===== src/rtl/iic_pkg.sv =====
package iic_pkg;
  localparam int DATA_W = 8;
  localparam int ADDR_W = DATA_W - 1;
  localparam int REG_AW = 2;
  localparam int CTL_W  = 3;

  localparam logic [REG_AW-1:0] REG_OWN  = 2'd0;
  localparam logic [REG_AW-1:0] REG_CTL  = 2'd1;
  localparam logic [REG_AW-1:0] REG_STAT = 2'd2;
  localparam logic [REG_AW-1:0] REG_DATA = 2'd3;

  localparam int CTL_EN  = 0;
  localparam int CTL_TX  = 1;
  localparam int CTL_NAK = 2;

  typedef enum logic [3:0] {
    PH_IDLE, PH_ADDR, PH_AACKW, PH_AACK,
    PH_RX, PH_RACKW, PH_RACK,
    PH_TX, PH_TACKW, PH_TACK, PH_TNEXT,
    PH_SKIP
  } phase_t;

  typedef struct packed {
    logic rx_nack;
    logic rw;
    logic busy;
    logic hit;
    logic done;
  } stat_t;
endpackage


===== src/rtl/iic_pin_sync.sv =====
module iic_pin_sync #(
  parameter int LINES  = 2,
  parameter int STAGES = 2
) (
  input  logic             clk,
  input  logic             rst,
  input  logic [LINES-1:0] raw,
  output logic [LINES-1:0] clean
);
  for (genvar i = 0; i < LINES; i++) begin : g_line
    logic [STAGES-1:0] ff;
    always_ff @(posedge clk) begin
      if (rst) ff <= '1;
      else     ff <= {ff[STAGES-2:0], raw[i]};
    end
    assign clean[i] = ff[STAGES-1];
  end
endmodule


===== src/rtl/iic_byte_engine.sv =====
module iic_byte_engine
  import iic_pkg::*;
(
  input  logic              clk,
  input  logic              rst,
  input  logic              scl_s,
  input  logic              sda_s,
  input  logic              en,
  input  logic              tx_mode,
  input  logic              tx_nack,
  input  logic              ctl_wr,
  input  logic [ADDR_W-1:0] own_addr,
  input  logic [DATA_W-1:0] tx_byte,
  output logic [DATA_W-1:0] rx_byte,
  output logic              sda_pull,
  output logic              irq,
  output logic              start_evt,
  output logic              stop_evt,
  output stat_t             stat
);
  localparam int CNT_W = $clog2(DATA_W);
  localparam logic [CNT_W-1:0] LAST = CNT_W'(DATA_W - 1);

  phase_t            ph;
  logic [CNT_W-1:0]  cnt;
  logic [DATA_W-1:0] sh;
  logic              scl_q, sda_q;
  logic              scl_rise, scl_fall;
  logic [DATA_W-1:0] shift_in;

  assign scl_rise  = scl_s & ~scl_q;
  assign scl_fall  = ~scl_s & scl_q;
  assign start_evt = en & scl_s & scl_q & sda_q & ~sda_s;
  assign stop_evt  = en & scl_s & scl_q & ~sda_q & sda_s;
  assign shift_in  = {sh[DATA_W-2:0], sda_s};

  always_ff @(posedge clk) begin
    if (rst) begin
      scl_q <= 1'b1;
      sda_q <= 1'b1;
    end else begin
      scl_q <= scl_s;
      sda_q <= sda_s;
    end
  end

  always_ff @(posedge clk) begin
    if (rst) begin
      ph       <= PH_IDLE;
      cnt      <= '0;
      sh       <= '0;
      rx_byte  <= '0;
      sda_pull <= 1'b0;
      irq      <= 1'b0;
      stat     <= '0;
    end else begin
      irq <= 1'b0;
      if (!en) begin
        ph        <= PH_IDLE;
        sda_pull  <= 1'b0;
        stat.busy <= 1'b0;
      end else if (start_evt) begin
        ph        <= PH_ADDR;
        cnt       <= '0;
        sda_pull  <= 1'b0;
        stat.busy <= 1'b1;
        stat.done <= 1'b0;
      end else if (stop_evt) begin
        ph        <= PH_IDLE;
        sda_pull  <= 1'b0;
        stat.busy <= 1'b0;
      end else begin
        unique case (ph)
          PH_ADDR: if (scl_rise) begin
            sh  <= shift_in;
            cnt <= cnt + 1'b1;
            if (cnt == LAST) begin
              if (sh[ADDR_W-1:0] == own_addr) begin
                stat.hit <= 1'b1;
                stat.rw  <= sda_s;
                irq      <= 1'b1;
                ph       <= PH_AACKW;
              end else begin
                stat.hit <= 1'b0;
                ph       <= PH_SKIP;
              end
            end
          end
          PH_AACKW: if (scl_fall) begin
            sda_pull <= 1'b1;
            ph       <= PH_AACK;
          end
          PH_AACK: if (scl_fall) begin
            cnt <= '0;
            if (tx_mode) begin
              sh       <= tx_byte;
              sda_pull <= ~tx_byte[DATA_W-1];
              ph       <= PH_TX;
            end else begin
              sda_pull <= 1'b0;
              ph       <= PH_RX;
            end
          end
          PH_RX: if (scl_rise) begin
            sh  <= shift_in;
            cnt <= cnt + 1'b1;
            if (cnt == '0) stat.done <= 1'b0;
            if (cnt == LAST) begin
              rx_byte   <= shift_in;
              stat.done <= 1'b1;
              irq       <= 1'b1;
              ph        <= PH_RACKW;
            end
          end
          PH_RACKW: if (scl_fall) begin
            sda_pull <= ~tx_nack;
            ph       <= PH_RACK;
          end
          PH_RACK: if (scl_fall) begin
            sda_pull <= 1'b0;
            cnt      <= '0;
            ph       <= PH_RX;
          end
          PH_TX: begin
            if (scl_rise) begin
              cnt <= cnt + 1'b1;
              if (cnt == '0) stat.done <= 1'b0;
              if (cnt == LAST) begin
                stat.done <= 1'b1;
                irq       <= 1'b1;
                ph        <= PH_TACKW;
              end
            end else if (scl_fall) begin
              sh       <= {sh[DATA_W-2:0], sh[DATA_W-1]};
              sda_pull <= ~sh[DATA_W-2];
            end
          end
          PH_TACKW: if (scl_fall) begin
            sda_pull <= 1'b0;
            ph       <= PH_TACK;
          end
          PH_TACK: if (scl_rise) begin
            stat.rx_nack <= sda_s;
            ph           <= sda_s ? PH_SKIP : PH_TNEXT;
          end
          PH_TNEXT: if (scl_fall) begin
            sh       <= tx_byte;
            sda_pull <= ~tx_byte[DATA_W-1];
            cnt      <= '0;
            ph       <= PH_TX;
          end
          default: ;
        endcase
      end
      if (ctl_wr) stat.hit <= 1'b0;
    end
  end
endmodule


===== src/rtl/iic_target_ctl.sv =====
module iic_target_ctl
  import iic_pkg::*;
#(
  parameter int SYNC_STAGES = 2
) (
  input  logic              clk,
  input  logic              rst,
  input  logic [REG_AW-1:0] reg_addr,
  input  logic              reg_wr,
  input  logic [DATA_W-1:0] reg_wdata,
  output logic [DATA_W-1:0] reg_rdata,
  input  logic              scl_i,
  input  logic              sda_i,
  output logic              scl_oe,
  output logic              sda_oe,
  output logic              irq
);
  logic [ADDR_W-1:0] own_q;
  logic [CTL_W-1:0]  ctl_q;
  logic [DATA_W-1:0] tx_q;
  logic [DATA_W-1:0] rx_w;
  logic [1:0]        lines_s;
  logic              ctl_wr, en_w, start_w, stop_w;
  stat_t             stat_w;

  assign ctl_wr = reg_wr && (reg_addr == REG_CTL);
  assign en_w   = ctl_q[CTL_EN];
  assign scl_oe = 1'b0;

  always_ff @(posedge clk) begin
    if (rst) begin
      own_q <= '0;
      ctl_q <= '0;
      tx_q  <= '0;
    end else if (reg_wr) begin
      case (reg_addr)
        REG_OWN:  own_q <= reg_wdata[DATA_W-1:1];
        REG_CTL:  ctl_q <= reg_wdata[CTL_W-1:0];
        REG_DATA: tx_q  <= reg_wdata;
        default:  ;
      endcase
    end
  end

  always_ff @(posedge clk) begin
    if (rst) reg_rdata <= '0;
    else begin
      case (reg_addr)
        REG_OWN:  reg_rdata <= {own_q, 1'b0};
        REG_CTL:  reg_rdata <= DATA_W'(ctl_q);
        REG_STAT: reg_rdata <= DATA_W'(stat_w);
        default:  reg_rdata <= rx_w;
      endcase
    end
  end

  iic_pin_sync #(.LINES(2), .STAGES(SYNC_STAGES)) u_sync (
    .clk   (clk),
    .rst   (rst),
    .raw   ({scl_i, sda_i}),
    .clean (lines_s)
  );

  iic_byte_engine u_eng (
    .clk       (clk),
    .rst       (rst),
    .scl_s     (lines_s[1]),
    .sda_s     (lines_s[0]),
    .en        (en_w),
    .tx_mode   (ctl_q[CTL_TX]),
    .tx_nack   (ctl_q[CTL_NAK]),
    .ctl_wr    (ctl_wr),
    .own_addr  (own_q),
    .tx_byte   (tx_q),
    .rx_byte   (rx_w),
    .sda_pull  (sda_oe),
    .irq       (irq),
    .start_evt (start_w),
    .stop_evt  (stop_w),
    .stat      (stat_w)
  );
endmodule


===== config.mk =====
export PLATFORM = sky130hd
export DESIGN_NAME = iic_target_ctl
export DESIGN_NICKNAME = d
export VERILOG_FILES = /design/src/rtl/iic_pkg.sv /design/src/rtl/iic_pin_sync.sv /design/src/rtl/iic_byte_engine.sv /design/src/rtl/iic_target_ctl.sv
export SDC_FILE = /design/constraint.sdc
export NUM_CORES = 1
export LEC_CHECK = 0
export ABC_AREA = 1
export CELL_PAD_IN_SITES_DETAIL_PLACEMENT = 1
export CELL_PAD_IN_SITES_GLOBAL_PLACEMENT = 2
export CORE_MARGIN = 8
export CORE_UTILIZATION = 32
export DETAILED_ROUTE_END_ITERATION = 7
export PLACE_DENSITY = 0.83
export SYNTH_ARGS = -nofsm -noshare
export SYNTH_HDL_FRONTEND = slang
export SYNTH_HIERARCHICAL = 1
export SYNTH_SLANG_ARGS = --single-unit

===== constraint.sdc =====
create_clock -name clk -period 1.8 [get_ports clk]
set_input_delay 0.27 -clock clk [delete_from_list [all_inputs] [get_ports clk]]
set_output_delay 0.27 -clock clk [all_outputs]
set_load 0.005 [all_outputs]

==> run summary, run 1 <==
Max-cap check violation count = 0
DRC = 0
Power density cells = 765 nW/um^2
Post-detail-place hpwl = 8020 um
Power Total = 3.13 mW
Synth top area share = 37.9%
Clock latency on the worst-skew pair = 350 ps
Largest cells by area after synthesis = dfxtp_1 38%, nand2_1 15%, nor2_1 11%
Largest net degree at the start of global routing = 22
Drt initial violations = 160
Cells after DPL = 679
Skew final = 7.72 ps
Layout Nets = 573
Total CTS buffers = 9
HP Class = register to register
Via/cell ratio = 4.80
Grt total ovfl = 0
Crit Path Category = register to register
Status = finished, final reports clean
CTS tree = done
CP Launch Type = register
Die X = 117 um
Worst Setup End Kind = register
Maximum clock frequency = 587 MHz
Req. time, crit path = 2090 ps
DRT Pass-1 Iters = 4
Post-synth EDFFs = 0
Post-synthesis async set-or-reset flop share = 0%
Core Box Area = 10,100 um^2
WL final = 10,400 um
Leak = 1.93 nW
Cell with the most instances after synthesis = nand2_1
Crit-path slowest cell = dfxtp_2
Slowest stage delay, CP = 380 ps
Period Utilization, post-route = 94.6%
Post-synthesis instance total = 510
Mean Syn Cell Area = 6.42 um^2
Die Y-Extent = 117 um
Drt wl/cell = 15.0 um
Final hold vios = 0
CP Max Fanout = 8
# H-tree levels = 3
Layout filler cell count = 1,320
Net Count, Synth = 528
Crit path max-delay family = simple AND/OR/NAND/NOR gates
Die ar. = 13,700 um^2
Share of post-route cells with drive strength above 1 = 15.4%
Sequential area share after synthesis = 37.9%
IO Port Bufs = 24
Placer Congestion = 0.839
Main synth FF type = dfxtp_1
Vias = 3,342
Vias in the first global route = 3,339
Reg2reg setup slack = 100 ps
Reg2Reg Depth = 11
Antenna cells = 0
Overall routing resource usage = 16.2%
CP Buf/Inv Count = 3
Final core occ = 40.3%
Maximum vdd drop = 0.336 mV
Clock Sinks = 62
Non-filler cells, final = 696
Slack of the critical path = 96.9 ps
First-pass GRT wire length = 17,200 um
Tightest Pin Transition = 744 ps
Critical path arrival = 2000 ps
Slew HR = 50.3%
Initial antenna violation count = 0
Final setup viols = 0
Worst hold stages = 2
Cell taking the most area after synthesis = dfxtp_1
P&R area growth vs syn = 24.8%
Critical path depth = 11
Min Tclk post-route = 1700 ps
Hold Worst Slack = 422 ps
Number of nets with antenna violations after routing = 0
Initial Utilization = 32.3%
Synth Warn # = 6
Critical Path, Cell by Cell = inv_2 > nor2_4 > buf_12 > nand2_2 > nand3_2 > nor2_2 > nor3_4 > nor2b_1 > buf_4 > nor2_1 > nor2_2
Flops & latches, synth = 62
IO Count = 26
Most common cell on crit path = nor2_2
Rows = 37
Max clock buf depth = 2
Top cells by count, synth = 135 x nand2_1, 100 x nor2_1, 62 x dfxtp_1
Post-Syn Area = 3280 um^2
Yosys cell types = 34
Fin. max-slew vios = 0
Pre-CTS setup slack = -42.0 ps
CTS clock-pin slew for the worst setup and hold paths = 70 ps
Root Buffer = clkbuf_8
==> what timing repair did <==
item	in CTS	in global routing
endpoints found under the hold margin	0	0
gates resized for setup	3	22
setup buffers	0	1
endpoints found under the setup margin	10	23
pin swaps	0	1
hold buffers	0	0
cloned	0	0
==> where the power goes <==
| part | switching (mW) | internal (mW) | leakage (nW) |
|---|---|---|---|
| logic | 0.148 | 0.100 | 1.31 |
| registers | 0.0273 | 1.40 | 0.506 |
| clock network | 0.597 | 0.855 | 0.116 |
| total | 0.773 | 2.36 | 1.93 |
==> path summary, 6_finish.rpt <==
| kind | from | to |
|---|---|---|
| max | u_eng/ph[2] | u_eng/sh[2] |
| min reg2reg | u_sync/g_line[0].ff[0] | u_sync/g_line[0].ff[1] |
| max reg2reg | u_eng/ph[2] | u_eng/sh[2] |
| min | u_sync/g_line[0].ff[0] | u_sync/g_line[0].ff[1] |
==> flip-flops by register name (all words and copies together) (netlist names), 3 cells and up <==
register / count
own_q: 7
tx_q: 8
u_eng/stat: 5
u_sync/g_line.ff: 4
u_eng/ph: 4
u_eng/cnt: 3
u_eng/sh: 8
reg_rdata: 8
ctl_q: 3
u_eng/rx_byte: 8
==> cells by family after synthesis <==
kind of cell | synth area share, %
compound gates | 8.33
xor+xnor | 1.87
flops | 37.9
simple gates | 41.2
other cells | 0.114
buf+inv | 9.47
fa+ha+maj | 1.15
==> worst reg2reg max path, delay by kind of cell (launching register included) <==
family | cells | cell delay [ps]
AND/OR/NAND/NOR | 8 | 850
flip-flops | 1 | 380
buffers and inverters | 3 | 410
==> cell type report <==
cell class                 count  area, um^2  area share [%]
tap                          136         170            4.16
clock inverter                 5        81.3            1.99
inverter                      61         229            5.60
timing repair buffer          48         433            10.6
multi-input combinational    373        1770            43.3
clock buffer                  11         151            3.70
sequential                    62        1250            30.6
==> cell usage in the layout, fill, tap and decap left out, drive strengths merged <==
master         instances
clkdlybuf4s50         24
xor2                   1
nor4                   1
inv                   61
a21oi                 20
clkinvlp               1
clkinv                 2
o22ai                  1
nor3b                  1
a31oi                  2
nand3                 39
clkbuf                11
nand3b                 7
o21ai                 20
ha                     3
nor2b                  1
xnor2                  6
nand4                  6
nand2                139
buf                   24
a311oi                 1
bufinv                 2
conb                   1
a21boi                 5
nor3                   6
dfxtp                 62
nor2                 112
a211oi                 1
==> per-stage QoR <==
step                      TNS (ps)  cell area (um^2)
final                            0              4090
after global routing         -40.2              4090
after CTS                        0              4020
after detailed placement      -117              3780
after global placement           0              3780
after floorplan                  0              3280
==> per-layer routing <==
metal / global-route usage [%] / up-vias / part of all wire (%)
li1: - / 1684 / -
met1: 22.3 / 1597 / 50
met2: 24.7 / 52 / 44
met3: 3.23 / 9 / 3.9
met4: 5.38 / 0 / 1.2
met5: 0 / - / 0
No activity file was read; power rests on OpenSTA's default activity.
==> inputs of run 2 (changes only) <==
RECOVER_POWER = 100   (was unset)
==> run summary, run 2 (synthesized netlist as in run 1, its figures left out) <==
Power density cells = 766 nW/um^2 (was 765 nW/um^2)
CTS tree = done (unchanged)
Crit-path slowest cell = dfxtp_2 (unchanged)
Largest net degree at the start of global routing = 22 (unchanged)
Die Y-Extent = 117 um (unchanged)
Total CTS buffers = 9 (unchanged)
IO Count = 26 (unchanged)
Reg2reg setup slack = 100 ps (about the same)
IO Port Bufs = 24 (unchanged)
Maximum vdd drop = 0.336 mV (about the same)
Max clock buf depth = 2 (unchanged)
CTS clock-pin slew for the worst setup and hold paths = 70 ps (about the same)
DRT Pass-1 Iters = 4 (unchanged)
Max-cap check violation count = 0 (unchanged)
Layout Nets = 573 (unchanged)
Root Buffer = clkbuf_8 (unchanged)
Maximum clock frequency = 589 MHz (was 587 MHz)
CTS Hold Bufs = 0 (unchanged)
Period Utilization, post-route = 94.4% (was 94.6%)
Non-filler cells, final = 696 (unchanged)
Area taken by multi-input logic gates = 1770 um^2 (unchanged)
Grt total ovfl = 0 (unchanged)
CP Launch Type = register (unchanged)
Rows = 37 (unchanged)
Most common cell on crit path = nor2_2 (unchanged)
Most frequent cells in the layout = 129 x nand2_1, 96 x nor2_1, 56 x dfxtp_1, 54 x inv_1, 38 x nand3_1 (was 129 x nand2_1, 96 x nor2_1, 56 x dfxtp_1, 53 x inv_1, 38 x nand3_1)
Overall routing resource usage = 16.2% (unchanged)
Final setup viols = 0 (unchanged)
Status = finished, final reports clean (unchanged)
Share of post-route cells with drive strength above 1 = 15.0% (was 15.4%)
Drt initial violations = 134 (was 160)
Fin. max-slew vios = 0 (unchanged)
Placer Congestion = 0.839 (unchanged)
WL final = 10,400 um (about the same)
Drt wl/cell = 15.0 um (about the same)
Antenna cells = 0 (unchanged)
Slowest stage delay, CP = 380 ps (about the same)
CP Max Fanout = 8 (unchanged)
Power Total = 3.13 mW (about the same)
Slew HR = 50.7% (was 50.3%)
Final hold vios = 0 (unchanged)
DRC = 0 (unchanged)
Layout filler cell count = 1,320 (unchanged)
Min Tclk post-route = 1700 ps (about the same)
Post-detail-place hpwl = 8020 um (unchanged)
Initial Utilization = 32.3% (unchanged)
Vias = 3,351 (was 3,342)
Setup TNS = 0 ps (unchanged)
P&R area growth vs syn = 24.6% (was 24.8%)
Worst Setup End Kind = register (unchanged)
Sequential cell area = 1250 um^2 (unchanged)
Core Box Area = 10,100 um^2 (unchanged)
Cells after DPL = 679 (unchanged)
HP Class = register to register (unchanged)
# H-tree levels = 3 (unchanged)
Clock Sinks = 62 (unchanged)
Critical Path, Cell by Cell = inv_2 > nor2_4 > buf_12 > nand2_2 > nand3_2 > nor2_2 > nor3_4 > nor2b_1 > buf_4 > nor2_1 > nor2_2 (unchanged)
Skew final = 8.13 ps (was 7.72 ps)
Number of nets with antenna violations after routing = 0 (unchanged)
Clock latency on the worst-skew pair = 350 ps (about the same)
Most common cell after layout, fill and taps aside = nand2_1 (unchanged)
Die ar. = 13,700 um^2 (unchanged)
Crit path max-delay family = simple AND/OR/NAND/NOR gates (unchanged)
First-pass GRT wire length = 17,200 um (unchanged)
CP Buf/Inv Count = 3 (unchanged)
Tightest Pin Transition = 738 ps (was 744 ps)
Via/cell ratio = 4.81 (was 4.80)
Crit Path Category = register to register (unchanged)
Hold Worst Slack = 423 ps (was 422 ps)
Req. time, crit path = 2090 ps (about the same)
Leak = 1.93 nW (about the same)
Die X = 117 um (unchanged)
Vias in the first global route = 3,339 (unchanged)
Critical path arrival = 1990 ps (was 2000 ps)
Initial antenna violation count = 0 (unchanged)
## run 2: cell types whose count changed in the layout (fill, tap and decap cells not counted)
cell	previous run	this run
buf_4	23	21
clkdlybuf4s50_1	24	22
dlygate4sd3_1	0	2
clkbuf_1	0	1
clkbuf_2	0	1
inv_1	53	54
inv_2	8	7
o21ai_0	15	16
o21ai_1	5	4
## run 2: metrics by stage
stage          worst slack, ps  utilization (%)  instance area (um^2)
6_report                   101             40.2                  4080
2_1_floorplan              168                -                  3280
5_1_grt                  -19.1             40.2                  4080
4_1_cts                   9.67             39.6                  4020
3_3_place_gp              14.7             37.3                  3780
3_5_place_dp             -42.0             37.3                  3780
## run 2: per-layer routing
metal | global-route usage, % | up-vias | wire length (um)
met5 | 0 | - | 0
met4 | 5.38 | 0 | 127
met3 | 3.23 | 9 | 448
met2 | 24.7 | 61 | 4660
met1 | 22.3 | 1596 | 5210
li1 | - | 1685 | -
## run 2: worst paths after layout
kind / start / endpoint / cells after the start
max: u_eng/ph[2] / u_eng/sh[2] / 11
min: u_sync/g_line[0].ff[0] / u_sync/g_line[0].ff[1] / 2
max reg2reg: u_eng/ph[2] / u_eng/sh[2] / 11
min reg2reg: u_sync/g_line[0].ff[0] / u_sync/g_line[0].ff[1] / 2
## run 2: cell type report
type                       instances  area share [%]
timing repair buffer              48            10.5
tap                              136            4.17
inverter                          61            5.61
multi-input combinational        373            43.4
clock buffer                      11            3.71
clock inverter                     5            1.99
sequential                        62            30.7
## run 2: tightest hold or removal path: cells and delay by family, from the launching register on
kind	cells	cell delay, ps
buffers and inverters	1	30
flip-flops	1	310
AND/OR/NAND/NOR	1	50
## run 2: report_power, final
part           internal, mW  switching (mW)  total (mW)
clock network         0.855           0.598        1.45
logic                0.0981           0.148       0.246
registers              1.40          0.0274        1.43
total                  2.35           0.774        3.13
## run 2: repair_timing
item	4_1_cts	5_1_grt
gates resized for setup	3	22
buffers inserted	0	1
setup endpoints to repair	10	23
pin swaps	0	1
==> inputs of run 3 (changes only) <==
CAP_MARGIN = 15   (was unset)
CTS_CLUSTER_SIZE = 14   (was unset)
REMOVE_ABC_BUFFERS = 1   (was unset)
==> run summary, run 3 (synthesized netlist as in run 1, its figures left out) <==
Status = finished, final reports clean (unchanged)
Worst hold stages = 2 (unchanged)
Root Buffer = clkbuf_8 (unchanged)
Period Utilization, post-route = 92.5% (was 94.4%)
Final setup viols = 0 (unchanged)
Share of post-route cells with drive strength above 1 = 14.9% (was 15.0%)
Max-cap check violation count = 0 (unchanged)
IO Port Bufs = 24 (unchanged)
CP Max Fanout = 8 (unchanged)
Met3 layer usage reported by global route = 2.57% (was 3.23%)
Most frequent cells in the layout = 131 x nand2_1, 98 x nor2_1, 57 x dfxtp_1, 54 x inv_1, 38 x nand3_1 (was 129 x nand2_1, 96 x nor2_1, 56 x dfxtp_1, 54 x inv_1, 38 x nand3_1)
Critical Path, Cell by Cell = inv_1 > nand2_1 > inv_1 > nand2_1 > nand2_1 > nor3_4 > nor2b_1 > buf_4 > nor2_1 > nor2_2 (was inv_2 > nor2_4 > buf_12 > nand2_2 > nand3_2 > nor2_2 > nor3_4 > nor2b_1 > buf_4 > nor2_1 > nor2_2)
Die X = 117 um (unchanged)
Grt total ovfl = 0 (unchanged)
Reg-to-Reg Start = u_eng/scl_q (was u_eng/ph[2])
First-pass GRT wire length = 17,300 um (was 17,200 um)
Clock latency on the worst-skew pair = 340 ps (was 350 ps)
Hold Worst Slack = 412 ps (was 423 ps)
Number of nets with antenna violations after routing = 0 (unchanged)
Final hold vios = 0 (unchanged)
Hold endpoint = u_sync/g_line[1].ff[1] (was u_sync/g_line[0].ff[1])
M1 GR Usage = 22.2% (was 22.3%)
IO Count = 26 (unchanged)
Most common cell after layout, fill and taps aside = nand2_1 (unchanged)
Clock Sinks = 62 (unchanged)
Min Tclk post-route = 1670 ps (was 1700 ps)
Critical path arrival = 1950 ps (was 1990 ps)
Post-detail-place hpwl = 8220 um (was 8020 um)
Leak = 2.00 nW (was 1.93 nW)
P&R area growth vs syn = 26.1% (was 24.6%)
Fin. max-slew vios = 0 (unchanged)
DRT Pass-1 Iters = 4 (unchanged)
HP Class = register to register (unchanged)
DRC = 0 (unchanged)
Drt wl/cell = 14.9 um (was 15.0 um)
Die ar. = 13,700 um^2 (unchanged)
Post CTS Setup Buffer Count = 0 (unchanged)
CTS Hold Bufs = 0 (unchanged)
Req. time, crit path = 2080 ps (was 2090 ps)
Crit-path slowest cell = dfxtp_1 (was dfxtp_2)
WL final = 10,500 um (was 10,400 um)
Unrepaired setup endpoints after global routing = no
Most common cell on crit path = nand2_1 (was nor2_2)
Initial Utilization = 32.3% (unchanged)
Initial antenna violation count = 0 (unchanged)
Rows = 37 (unchanged)
Crit Path Category = register to register (unchanged)
CTS clock-pin slew for the worst setup and hold paths = 70 ps (about the same)
Vias = 3,386 (was 3,351)
Overall routing resource usage = 16.4% (was 16.2%)
Drt initial violations = 87 (was 134)
Busiest grt layer = met2 (unchanged)
Reg2Reg Depth = 10 (was 11)
CP Launch Type = register (unchanged)
Max clock buf depth = 2 (unchanged)
CTS tree = done (unchanged)
Layout Nets = 582 (was 573)
Total CTS buffers = 9 (unchanged)
Placer Congestion = 0.875 (was 0.839)
Hold path startpoint = u_sync/g_line[1].ff[0] (was u_sync/g_line[0].ff[0])
GR Layer Usage met2 = 25.7% (was 24.7%)
Vias in the first global route = 3,393 (was 3,339)
Worst Setup End Kind = register (unchanged)
Maximum clock frequency = 600 MHz (was 589 MHz)
Maximum vdd drop = 0.377 mV (was 0.336 mV)
Skew final = 8.88 ps (was 8.13 ps)
Power Total = 3.06 mW (was 3.13 mW)
Power density cells = 740 nW/um^2 (was 766 nW/um^2)
Worst R2R End = u_eng/sh[5] (was u_eng/sh[2])
Via/cell ratio = 4.80 (was 4.81)
Layout filler cell count = 1,330 (was 1,320)
Slowest stage delay, CP = 350 ps (was 380 ps)
Antenna cells = 0 (unchanged)
Reg2reg setup slack = 130 ps (was 100 ps)
Die Y-Extent = 117 um (unchanged)
Core Box Area = 10,100 um^2 (unchanged)
# H-tree levels = 3 (unchanged)
Largest net degree at the start of global routing = 19 (was 22)
==> run 3: cell count changes in the layout (fill, tap and decap cells not counted), sizes merged <==
cell           previous run  this run
clkbuf                   13        17
clkdlybuf4s50            22        12
clkinv                    2         3
dlygate4sd3               2        12
buf                      22        26
==> run 3: stage by stage <==
stage | std cells | area, um^2 | util, % | TNS, ps | worst slack, ps
final | 705 | 4130 | 40.7 | 0 | 135
after global routing | 705 | 4130 | 40.7 | 0 | 9.81
after CTS | 705 | 4100 | 40.5 | 0 | 8.81
after detailed placement | 689 | 3880 | 38.2 | -259 | -76.1
after global placement | 689 | 3880 | 38.2 | 0 | 22.8
after floorplan | 496 | 3190 | - | 0 | 27.3
==> run 3: worst max-delay path: cells and delay by family (launching register included) <==
family | cells | cell delay, ps
buf+inv | 3 | 360
flops | 1 | 350
simple gates | 7 | 890
==> run 3: power breakdown <==
group          switching [mW]  leakage, nW  internal, mW  total, mW
Sequential             0.0235        0.506          1.40       1.42
Combinational           0.150         1.39         0.102      0.252
Clock                   0.602        0.106         0.778       1.38
Total                   0.775         2.00          2.28       3.06
==> run 3: routing by layer <==
layer | routed length, um | vias up
li1 | - | 1708
met1 | 5090 | 1604
met2 | 4820 | 65
met3 | 451 | 9
met4 | 127 | 0
met5 | 0 | -
==> run 3: worst max path at each step <==
stage,startpoint,endpoint,slack (ps),cells past startpoint
4_1_cts,u_eng/cnt[0],u_eng/stat[3],9,8
6_report,u_eng/scl_q,u_eng/sh[5],130,10
5_1_grt,ctl_q[0],u_eng/cnt[0],10,8
3_5_place_dp,u_eng/ph[3],u_eng/sh[6],-80,8
3_3_place_gp,u_eng/cnt[0],u_eng/rx_byte[6],20,9
2_1_floorplan,u_eng/ph[2],u_eng/sh[0],30,9
==> run 3: final cells by class <==
type,count,area (um^2),share of cell area [%]
inverters,61,229,5.55
multi-input cells,373,1780,43.2
well taps,136,170,4.12
repair buffers,57,484,11.7
clock buffers,10,128,3.09
clock inverters,6,86.3,2.09
flip-flops and latches,62,1250,30.2
==> run 3: what timing repair did <==
action | 4_1_cts | 5_1_grt
gates resized for setup | 3 | 20
setup endpoints to repair | 15 | 24
pin swaps | 0 | 2
